File: src/rtl/codec_pkg.sv
package codec_pkg;
    typedef enum logic [0:0] {
        TR_SHRINK = 1'b0,
        TR_GROW   = 1'b1
    } trend_t;
endpackage

File: src/rtl/slope_track.sv
module slope_track
    import codec_pkg::*;
#(
    parameter int DATA_W   = 16,
    parameter int HIST     = 3,
    parameter int STEP_MIN = 16,
    parameter int STEP_MAX = 4096
) (
    input  logic                     clk,
    input  logic                     rst,
    input  logic                     en,
    input  logic                     dir,
    output logic signed [DATA_W-1:0] est
);
    localparam logic [DATA_W-1:0] SMIN_V = DATA_W'(STEP_MIN);
    localparam logic [DATA_W-1:0] SMAX_V = DATA_W'(STEP_MAX);
    localparam logic [DATA_W-1:0] HALF_MAX_V = DATA_W'(STEP_MAX / 2);
    localparam logic signed [DATA_W:0] POS_LIM = {2'b00, {(DATA_W-1){1'b1}}};
    localparam logic signed [DATA_W:0] NEG_LIM = {2'b11, {(DATA_W-1){1'b0}}};

    logic [HIST-1:0]          hist, hist_n;
    logic [DATA_W-1:0]        step, step_n;
    logic signed [DATA_W:0]   acc;
    logic signed [DATA_W-1:0] est_n;
    trend_t                   trend;

    always_comb begin
        hist_n = {hist[HIST-2:0], dir};
        trend  = ((&hist_n) || (~|hist_n)) ? TR_GROW : TR_SHRINK;
        unique case (trend)
            TR_GROW:   step_n = (step > HALF_MAX_V) ? SMAX_V : (step << 1);
            TR_SHRINK: step_n = ((step >> 1) < SMIN_V) ? SMIN_V : (step >> 1);
            default:   step_n = SMIN_V;
        endcase
        if (dir) acc = {est[DATA_W-1], est} + $signed({1'b0, step_n});
        else     acc = {est[DATA_W-1], est} - $signed({1'b0, step_n});
        if (acc > POS_LIM)      est_n = POS_LIM[DATA_W-1:0];
        else if (acc < NEG_LIM) est_n = NEG_LIM[DATA_W-1:0];
        else                    est_n = acc[DATA_W-1:0];
    end

    always_ff @(posedge clk) begin
        if (rst) begin
            hist <= '0;
            step <= SMIN_V;
            est  <= '0;
        end else if (en) begin
            hist <= hist_n;
            step <= step_n;
            est  <= est_n;
        end
    end

    // step stays inside its clamp range
    a_r4_step_range: assert property (@(posedge clk) disable iff (rst)
        (step >= SMIN_V) && (step <= SMAX_V));
    // an up bit never lowers the estimate
    a_r3_up_moves_up: assert property (@(posedge clk) disable iff (rst)
        (en && dir) |=> (est >= $past(est)));
    // a down bit never raises the estimate
    a_r3_down_moves_down: assert property (@(posedge clk) disable iff (rst)
        (en && !dir) |=> (est <= $past(est)));
    // no enable, no change
    a_r7_hold: assert property (@(posedge clk) disable iff (rst)
        !en |=> ($stable(est) && $stable(step) && $stable(hist)));
endmodule

File: src/rtl/slope_enc.sv
module slope_enc #(
    parameter int DATA_W   = 16,
    parameter int HIST     = 3,
    parameter int STEP_MIN = 16,
    parameter int STEP_MAX = 4096
) (
    input  logic                     clk,
    input  logic                     rst,
    input  logic                     en,
    input  logic signed [DATA_W-1:0] pcm_in,
    output logic                     bit_out,
    output logic signed [DATA_W-1:0] est
);
    logic dir;

    assign dir = (pcm_in >= est);

    slope_track #(
        .DATA_W(DATA_W), .HIST(HIST), .STEP_MIN(STEP_MIN), .STEP_MAX(STEP_MAX)
    ) u_track (
        .clk(clk), .rst(rst), .en(en), .dir(dir), .est(est)
    );

    always_ff @(posedge clk) begin
        if (rst)     bit_out <= 1'b0;
        else if (en) bit_out <= dir;
    end

    // emitted bit reflects the comparison made at the enable
    a_r2_bit_sign: assert property (@(posedge clk) disable iff (rst)
        en |=> (bit_out == ($past(pcm_in) >= $past(est))));
    // bit held between enables
    a_r7_bit_hold: assert property (@(posedge clk) disable iff (rst)
        !en |=> $stable(bit_out));
endmodule

File: src/rtl/slope_dec.sv
module slope_dec #(
    parameter int DATA_W   = 16,
    parameter int HIST     = 3,
    parameter int STEP_MIN = 16,
    parameter int STEP_MAX = 4096
) (
    input  logic                     clk,
    input  logic                     rst,
    input  logic                     en,
    input  logic                     bit_in,
    output logic signed [DATA_W-1:0] recon
);
    slope_track #(
        .DATA_W(DATA_W), .HIST(HIST), .STEP_MIN(STEP_MIN), .STEP_MAX(STEP_MAX)
    ) u_track (
        .clk(clk), .rst(rst), .en(en), .dir(bit_in), .est(recon)
    );
endmodule

File: src/rtl/slope_codec.sv
module slope_codec #(
    parameter int DATA_W   = 16,
    parameter int HIST     = 3,
    parameter int STEP_MIN = 16,
    parameter int STEP_MAX = 4096
) (
    input  logic              clk,
    input  logic              rst,
    input  logic              enc_en,
    input  logic [DATA_W-1:0] pcm_in,
    output logic              tx_bit,
    output logic [DATA_W-1:0] enc_est,
    input  logic              dec_en,
    input  logic              rx_bit,
    output logic [DATA_W-1:0] dec_out
);
    logic signed [DATA_W-1:0] enc_est_s, dec_out_s;

    slope_enc #(
        .DATA_W(DATA_W), .HIST(HIST), .STEP_MIN(STEP_MIN), .STEP_MAX(STEP_MAX)
    ) u_enc (
        .clk(clk), .rst(rst), .en(enc_en), .pcm_in($signed(pcm_in)),
        .bit_out(tx_bit), .est(enc_est_s)
    );

    slope_dec #(
        .DATA_W(DATA_W), .HIST(HIST), .STEP_MIN(STEP_MIN), .STEP_MAX(STEP_MAX)
    ) u_dec (
        .clk(clk), .rst(rst), .en(dec_en), .bit_in(rx_bit), .recon(dec_out_s)
    );

    assign enc_est = enc_est_s;
    assign dec_out = dec_out_s;

    // reset leaves both integrators at zero
    a_r1_reset_zero: assert property (@(posedge clk)
        rst |=> (enc_est == '0 && dec_out == '0 && tx_bit == 1'b0));
endmodule

File: config.mk
export PLATFORM = sky130hd
export DESIGN_NAME = slope_codec
export DESIGN_NICKNAME = d
export VERILOG_FILES = /design/src/rtl/codec_pkg.sv /design/src/rtl/slope_track.sv /design/src/rtl/slope_enc.sv /design/src/rtl/slope_dec.sv /design/src/rtl/slope_codec.sv
export SDC_FILE = /design/constraint.sdc
export NUM_CORES = 1
export LEC_CHECK = 0
export BUFFER_PORTS_ARGS = -buffer_cell sky130_fd_sc_hd__buf_2
export CORE_ASPECT_RATIO = 1.75
export CORE_MARGIN = 1
export CORE_UTILIZATION = 40
export DETAILED_ROUTE_END_ITERATION = 8
export PLACE_DENSITY = 0.55
export SLEW_MARGIN = 10
export SYNTH_ARGS = -nofsm -noshare
export SYNTH_HDL_FRONTEND = slang
export SYNTH_SLANG_ARGS = --single-unit
File: constraint.sdc
create_clock -name clk -period 9.7 [get_ports clk]
set_input_delay 1.455 -clock clk [delete_from_list [all_inputs] [get_ports clk]]
set_output_delay 1.455 -clock clk [all_outputs]
set_load 0.1 [all_outputs]
Yosys cells after proc, flatten, opt, wreduce, memory -nomap -nowiden. Index checks and enable logic that the tools add are counted.

Flip-flop bits (word level): 69. Bits of input ports: 21. Output and inout port bits: 33.

Add/sub/neg operators: 4. Order comparisons: 9. Multiplexer cells: 14. Bitwise operators: 2. Reductions and logical operators: 8.

Operators with widths (number): 16-bit 2-to-1 mux (6); 16-bit one-hot mux with 2 select lines (2); 17-bit by 16-bit adder with 17-bit output (2); 17-bit by 16-bit > comparator with 1-bit output, second input constant (2); 17-bit by 16-bit < comparator with 1-bit output, second input constant (2); 17-bit 2-to-1 mux (2); 17-bit by 16-bit subtractor with 17-bit output (2); 16-bit by 12-bit > comparator with 1-bit output, second input constant (2); 15-bit by 5-bit < comparator with 1-bit output, second input constant (2); 15-bit 2-to-1 mux (2); 16-bit greater-or-equal comparator (1); 3-bit AND reduction (2); 3-bit OR reduction (2); 1-bit zero test (2); 1-bit logical OR (2); 1-bit 2-to-1 mux (2); 1-bit inverter (2).

Logic depth before layout (Yosys ltp).
Depth after elaboration: 12. Gate-level depth with buffers: 28.

By module. A second synthesis with hierarchy kept.

Cell total of the unflattened synthesis: 759. Area, all modules: 5909.4 um^2.

By module, submodules not included: slope_track (instances 2, cells an instance 343, area each 2701.3 um^2, sequential area each 680.7 um^2); slope_enc (instances 1, cells an instance 73, area each 506.7 um^2, sequential area each 20.0 um^2).

Least setup slack after synthesis. OpenSTA, ideal clock, no wires.

Kind: input to register. From: in pcm_in[2]. To: reg u_enc.u_track.est[10]. Setup time: 0.080 ns. Data arrival time: 6.945 ns. Data required time: 9.620 ns. Path slack: 2.675 ns. Cell stages on the path: 26. Path buffers: 3. Cell sequence: ha_1 -> a211o_1 -> a31oi_1 -> o211ai_2 -> a21oi_2 -> nor3_1 -> nor2_1 -> clkbuf_1 -> clkbuf_1 -> a31oi_1 -> ha_1 -> and4bb_4 -> nand2_1 -> nor2_1 -> a21oi_1 -> xnor2_1 -> ha_1 -> a21o_1 -> a211oi_1 -> o21ai_1 -> a31o_2 -> a21oi_1 -> xnor3_2 -> buf_6 -> maj3_2 -> a211oi_2.

Word-level cells in the longest chain between the ends: 12.

RTL lines: start, declared (RTL line slope_codec.sv:10) `input logic [DATA_W-1:0] pcm_in,`; 16-bit greater-or-equal comparator * (RTL line slope_enc.sv:16) `assign dir = (pcm_in >= est);`; 3-bit OR reduction (RTL line slope_track.sv:29) `trend = ((&hist_n) || (~|hist_n)) ? TR_GROW : TR_SHRINK;`; 1-bit zero test (RTL line slope_track.sv:29); 1-bit logical OR (RTL line slope_track.sv:29); 1-bit 2-to-1 mux (RTL line slope_track.sv:29); 1-bit inverter (RTL line slope_track.sv:30) `unique case (trend)`; 16-bit one-hot mux with 2 select lines (RTL line slope_track.sv:30); 17-bit by 16-bit subtractor with 17-bit output / 17-bit by 16-bit adder with 17-bit output (equally long branches) (RTL line slope_track.sv:36, slope_track.sv:35); 17-bit 2-to-1 mux * (RTL line slope_track.sv:35) `if (dir) acc = {est[DATA_W-1], est} + $signed({1'b0, step_n});`; 17-bit by 16-bit < comparator with 1-bit output (RTL line slope_track.sv:38) `else if (acc < NEG_LIM) est_n = NEG_LIM[DATA_W-1:0];`; 16-bit 2-to-1 mux (RTL line slope_track.sv:38); 16-bit 2-to-1 mux * (RTL line slope_track.sv:37) `if (acc > POS_LIM) est_n = POS_LIM[DATA_W-1:0];`; end signal, assigned (RTL line slope_track.sv:50) `est <= est_n;`; end, declared (RTL line slope_track.sv:13) `output logic signed [DATA_W-1:0] est`.

Mark *: on every way between the ends. The rest lies on a longest branch, timed or not. A chain may end at the register's enable or synchronous reset.

Worst setup path in the final report.
From: in pcm_in[15]. To: reg u_enc.u_track.est[6].

Same word-level chain as after synthesis.

==> metrics list <==
- Synth top area share: 0.222
- In the post-synthesis netlist, the biggest area contributors are sky130_fd_sc_hd__dfxtp_1, sky130_fd_sc_hd__ha_1, sky130_fd_sc_hd__nor2_1, sky130_fd_sc_hd__a21oi_1, sky130_fd_sc_hd__nand2_1.
* Pin count of the biggest net entering global routing: 55
- Total number of placement rows: about 60
* Final estimated routing congestion in global placement: 0.953
* Antenna violations before repair: 0
- Post-placement setup slack: 1.94 ns
- Counting flops with an async set or reset pin after synthesis yields a share of 0.
* Worst-path fanout max: 16
* Post-detailed-routing wire length: around 18000 µm
* Crit share post-route: 0.760
- Ordered list of cells on the worst path: buf_2, ha_1, and4_1, nand3_2, a21oi_4, a21oi_2, nor2_1, nor3_1, a21oi_1, o21a_1, nor3b_1, nor2_1, xnor2_1, ha_1, a21o_1, a21oi_1, o31ai_1, a21oi_2, o21ai_1, a31o_2, a21oi_1, xnor3_2, maj3_1, a211oi_1
- Total Die Area: 15900 µm²
* Number of synthesized register bits: ~70
- The pre-antenna-repair detailed-routing pass consisted of 5 iterations.
- sky130_fd_sc_hd__dfxtp_1 takes more of the synthesized area than any other cell.
- For the worst flop-to-flop path, the logic depth is 24.
* Vert. Die Dim: approximately 170 µm
- TritonCTS built the clock tree.
* Post-synthesis average cell area: 7.82 µm²
- The cell that appears most often on the critical path is sky130_fd_sc_hd__a21oi_1.
* Post-CTS sizing: 0
- For this design, the sink count on the clock tree is between 60 and 70.
- Die X-Extent: 95.6 µm
* Maximum clock rate: 0.136 GHz
- Once detailed placement completed, the half-perimeter wirelength came to around 14000 µm.
- Diodes inserted: 0
* Share of the core filled with cells in the final layout: 0.454
- Final Hold Vio Count: 0
* Via count of the first global-routing pass: approximately 5700
- Total Power: 2.52 mW
* Worst Tran Pin Value: between 0.9 and 1 ns
- Of the cells placed in the final design, the portion with a size suffix greater than 1 is 0.161.
* Count of vias placed by the detailed router: between 5000 and 6000
- Worst slew margin: 0.334
- CP max stage cell: sky130_fd_sc_hd__nor2_1
* WL met3: between 400 and 500 µm
- The path class of the tightest hold or removal check is reg2reg.
* Number of synthesized flops with an enable pin: 0
- Effective utilization at floorplan: 0.411
- During I/O placement, the number of pins put on the boundary was 54.
- The final number of max-transition violations was 0.
- Setup slack on the worst reg-to-reg path comes out at between 2 and 3 ns.
* Iteration-0 DRC Markers: around 210
* Number of remaining DRC errors: 0
- The tool flagged a number of max-cap violations equal to 0.
- The clock passes through at most 2 buffers.
- Summed over all failing endpoints, the final setup total negative slack is 0 ns.
- The worst setup path is captured at a flop.
* Worst vdd ir: around 180 µV
- Post-Synthesis Cells: 784
- Count of endpoints failing setup in the final report: 0
- First-pass GRT wire length: between 20000 and 30000 µm
* Met1 wire length: between 6000 and 7000 µm
- Final min period: around 7.4 ns
- In this run the post-CTS setup repair buffer count came out at 0.
* Reg2Reg Launch Point: u_enc.u_track.est[15]
- Once detail routing completed, the nets flagged for antenna violations numbered 0.
* Global-route congestion overflow total: 0
* Power density over cell area: approximately 370 nW/µm²
* I/O Buffers: 53
* Clock buffers created by TritonCTS: 9
* Delay contributed by the slowest stage of the critical path: roughly 0.78 ns
* Sequential cell area fraction in the yosys report: 0.222
* Count leader, synth: sky130_fd_sc_hd__nor2_1
* Startpoint-to-endpoint class of the critical path: in2reg
- For this run, the leading register cell type out of synthesis is sky130_fd_sc_hd__dfxtp_1.
- In this run the clock root is driven by a sky130_fd_sc_hd__clkbuf_16.
- Yosys mapped the design onto slightly above 80 distinct sky130hd cell types.
* Post-detailed-route via-to-cell ratio: about 5.8
- From synthesis to final layout, the design area changed by 10.4%.
* CTS clk-pin slew, worst paths: about 0.060 ns
* Tot GR Track Use: 0.239
- Yosys warning total: 0
- In the post-route analysis, the smallest setup slack over all paths is roughly 2.3 ns.
- The detailed router used layers up to and including met4.
- The flow ran to the end, and the final reports show no timing, DRC or antenna violations.
- The commonest cells after synthesis are sky130_fd_sc_hd__nor2_1, sky130_fd_sc_hd__nand2_1, sky130_fd_sc_hd__dfxtp_1, sky130_fd_sc_hd__a21oi_1, sky130_fd_sc_hd__ha_1.
- Routed wl met2: 10100 µm
- Number of nets in the synthesized netlist: 857
- Clk Latency, worst-skew pair: roughly 0.34 ns
- Leakage component of the power: 2.88 nW
* Final net count: ~900
- The cell area that synthesis handed to floorplanning was 6130 µm².
- Buffers inserted to repair hold after CTS numbered 0.
* Arrival time at the worst endpoint: 7.62 ns
- Area of the core: approximately 15000 µm²
* Worst R2R End: u_enc.u_track.est[6]
- Crit path launch type: input port
- The most critical setup path has its endpoint at u_enc.u_track.est[6].
* Launching instance or port of the critical path: pcm_in[15]
* RSZ-0062 raised after global routing: false
- Required time of the critical path: slightly below 10 ns
- Layout Skew: around 0.0095 ns
* H-tree depth reported by CTS: 3
* Routed wirelength normalized by instance count: 18.1 µm
-- logic make-up after synthesis --
kind of cell,after synthesis,synth area share
compound gates,227,0.268
fa+ha+maj,63,0.127
flops,68,0.222
xor+xnor,56,0.0849
simple gates,288,0.233
mux,10,0.0163
buf+inv,72,0.0485
-- critical path: cells and delay by family --
kind	cells	cell delay, ns
AO/OA/AOI/OAI	12	2.36
XOR/XNOR	2	0.74
adder cells (fa/ha/maj)	3	1.07
buffers and inverters	1	0.10
AND/OR/NAND/NOR	6	1.87
-- layout by cell type, fill, tap and decap left out, drive strengths merged, types with 7 or more instances in the layout --
| cell type | n |
|---|---|
| a21oi | 67 |
| o21a | 10 |
| o21ai | 35 |
| nor3 | 24 |
| mux2i | 10 |
| a211oi | 33 |
| dfxtp | 68 |
| nand2b | 9 |
| nor2 | 110 |
| and3 | 11 |
| o31ai | 8 |
| inv | 36 |
| clkbuf | 11 |
| maj3 | 11 |
| or2 | 10 |
| nor2b | 8 |
| o22ai | 7 |
| nor4 | 7 |
| xnor2 | 32 |
| a21o | 14 |
| nand3 | 15 |
| xor2 | 23 |
| buf | 57 |
| ha | 50 |
| nand2 | 73 |
-- stage by stage --
stage | std cells | hold WS, ns | area, µm²
global placement | 987 | 0.484 | 6490
finish | 1003 | 0.509 | 6770
floorplan | 784 | 0.457 | 6130
detailed placement | 987 | 0.504 | 6490
global route | 1003 | 0.551 | 6770
CTS | 1003 | 0.516 | 6770
-- power by group --
| group | total (mW) | internal, mW | switching, mW | leakage, nW |
|---|---|---|---|---|
| Clock | 0.317 | 0.181 | 0.136 | 0.140 |
| Combinational | 1.78 | 0.625 | 1.16 | 2.18 |
| Sequential | 0.417 | 0.338 | 0.0794 | 0.561 |
| Total | 2.52 | 1.14 | 1.37 | 2.88 |
-- metal layers --
layer,up-vias,track usage
met5,-,0
met4,0,0.141
met3,55,0.0275
met2,133,0.451
met1,2724,0.241
li1,2879,-
-- how the worst min path moves through the flow --
stage	startpoint	end	depth (start not counted)
6_report	u_dec.u_track.est[13]	u_dec.u_track.est[13]	2
5_1_grt	u_dec.u_track.est[4]	u_dec.u_track.est[4]	2
4_1_cts	u_dec.u_track.est[2]	u_dec.u_track.est[2]	2
3_5_place_dp	u_dec.u_track.est[13]	u_dec.u_track.est[13]	2
3_3_place_gp	u_dec.u_track.step[0]	u_dec.u_track.step[0]	2
2_1_floorplan	u_dec.u_track.step[0]	u_dec.u_track.step[0]	2
-- sequential cells by signal, indices dropped and copies added, names as in the netlist --
| name | flops |
|---|---|
| u_enc.u_track.step | 16 |
| u_dec.u_track.step | 16 |
| u_dec.u_track.hist | 2 |
| u_enc.u_track.est | 16 |
| u_dec.u_track.est | 16 |
| u_enc.u_track.hist | 2 |
-- layout make-up --
type	count	area (µm²)
fillers	1544	8140
multi-input cells	644	4470
flip-flops and latches	68	1360
repair buffers	57	295
clock buffers	11	243
well taps	183	229
inverters	35	131
clock inverters	5	36.3
No activity file was read; power rests on OpenSTA's default activity.
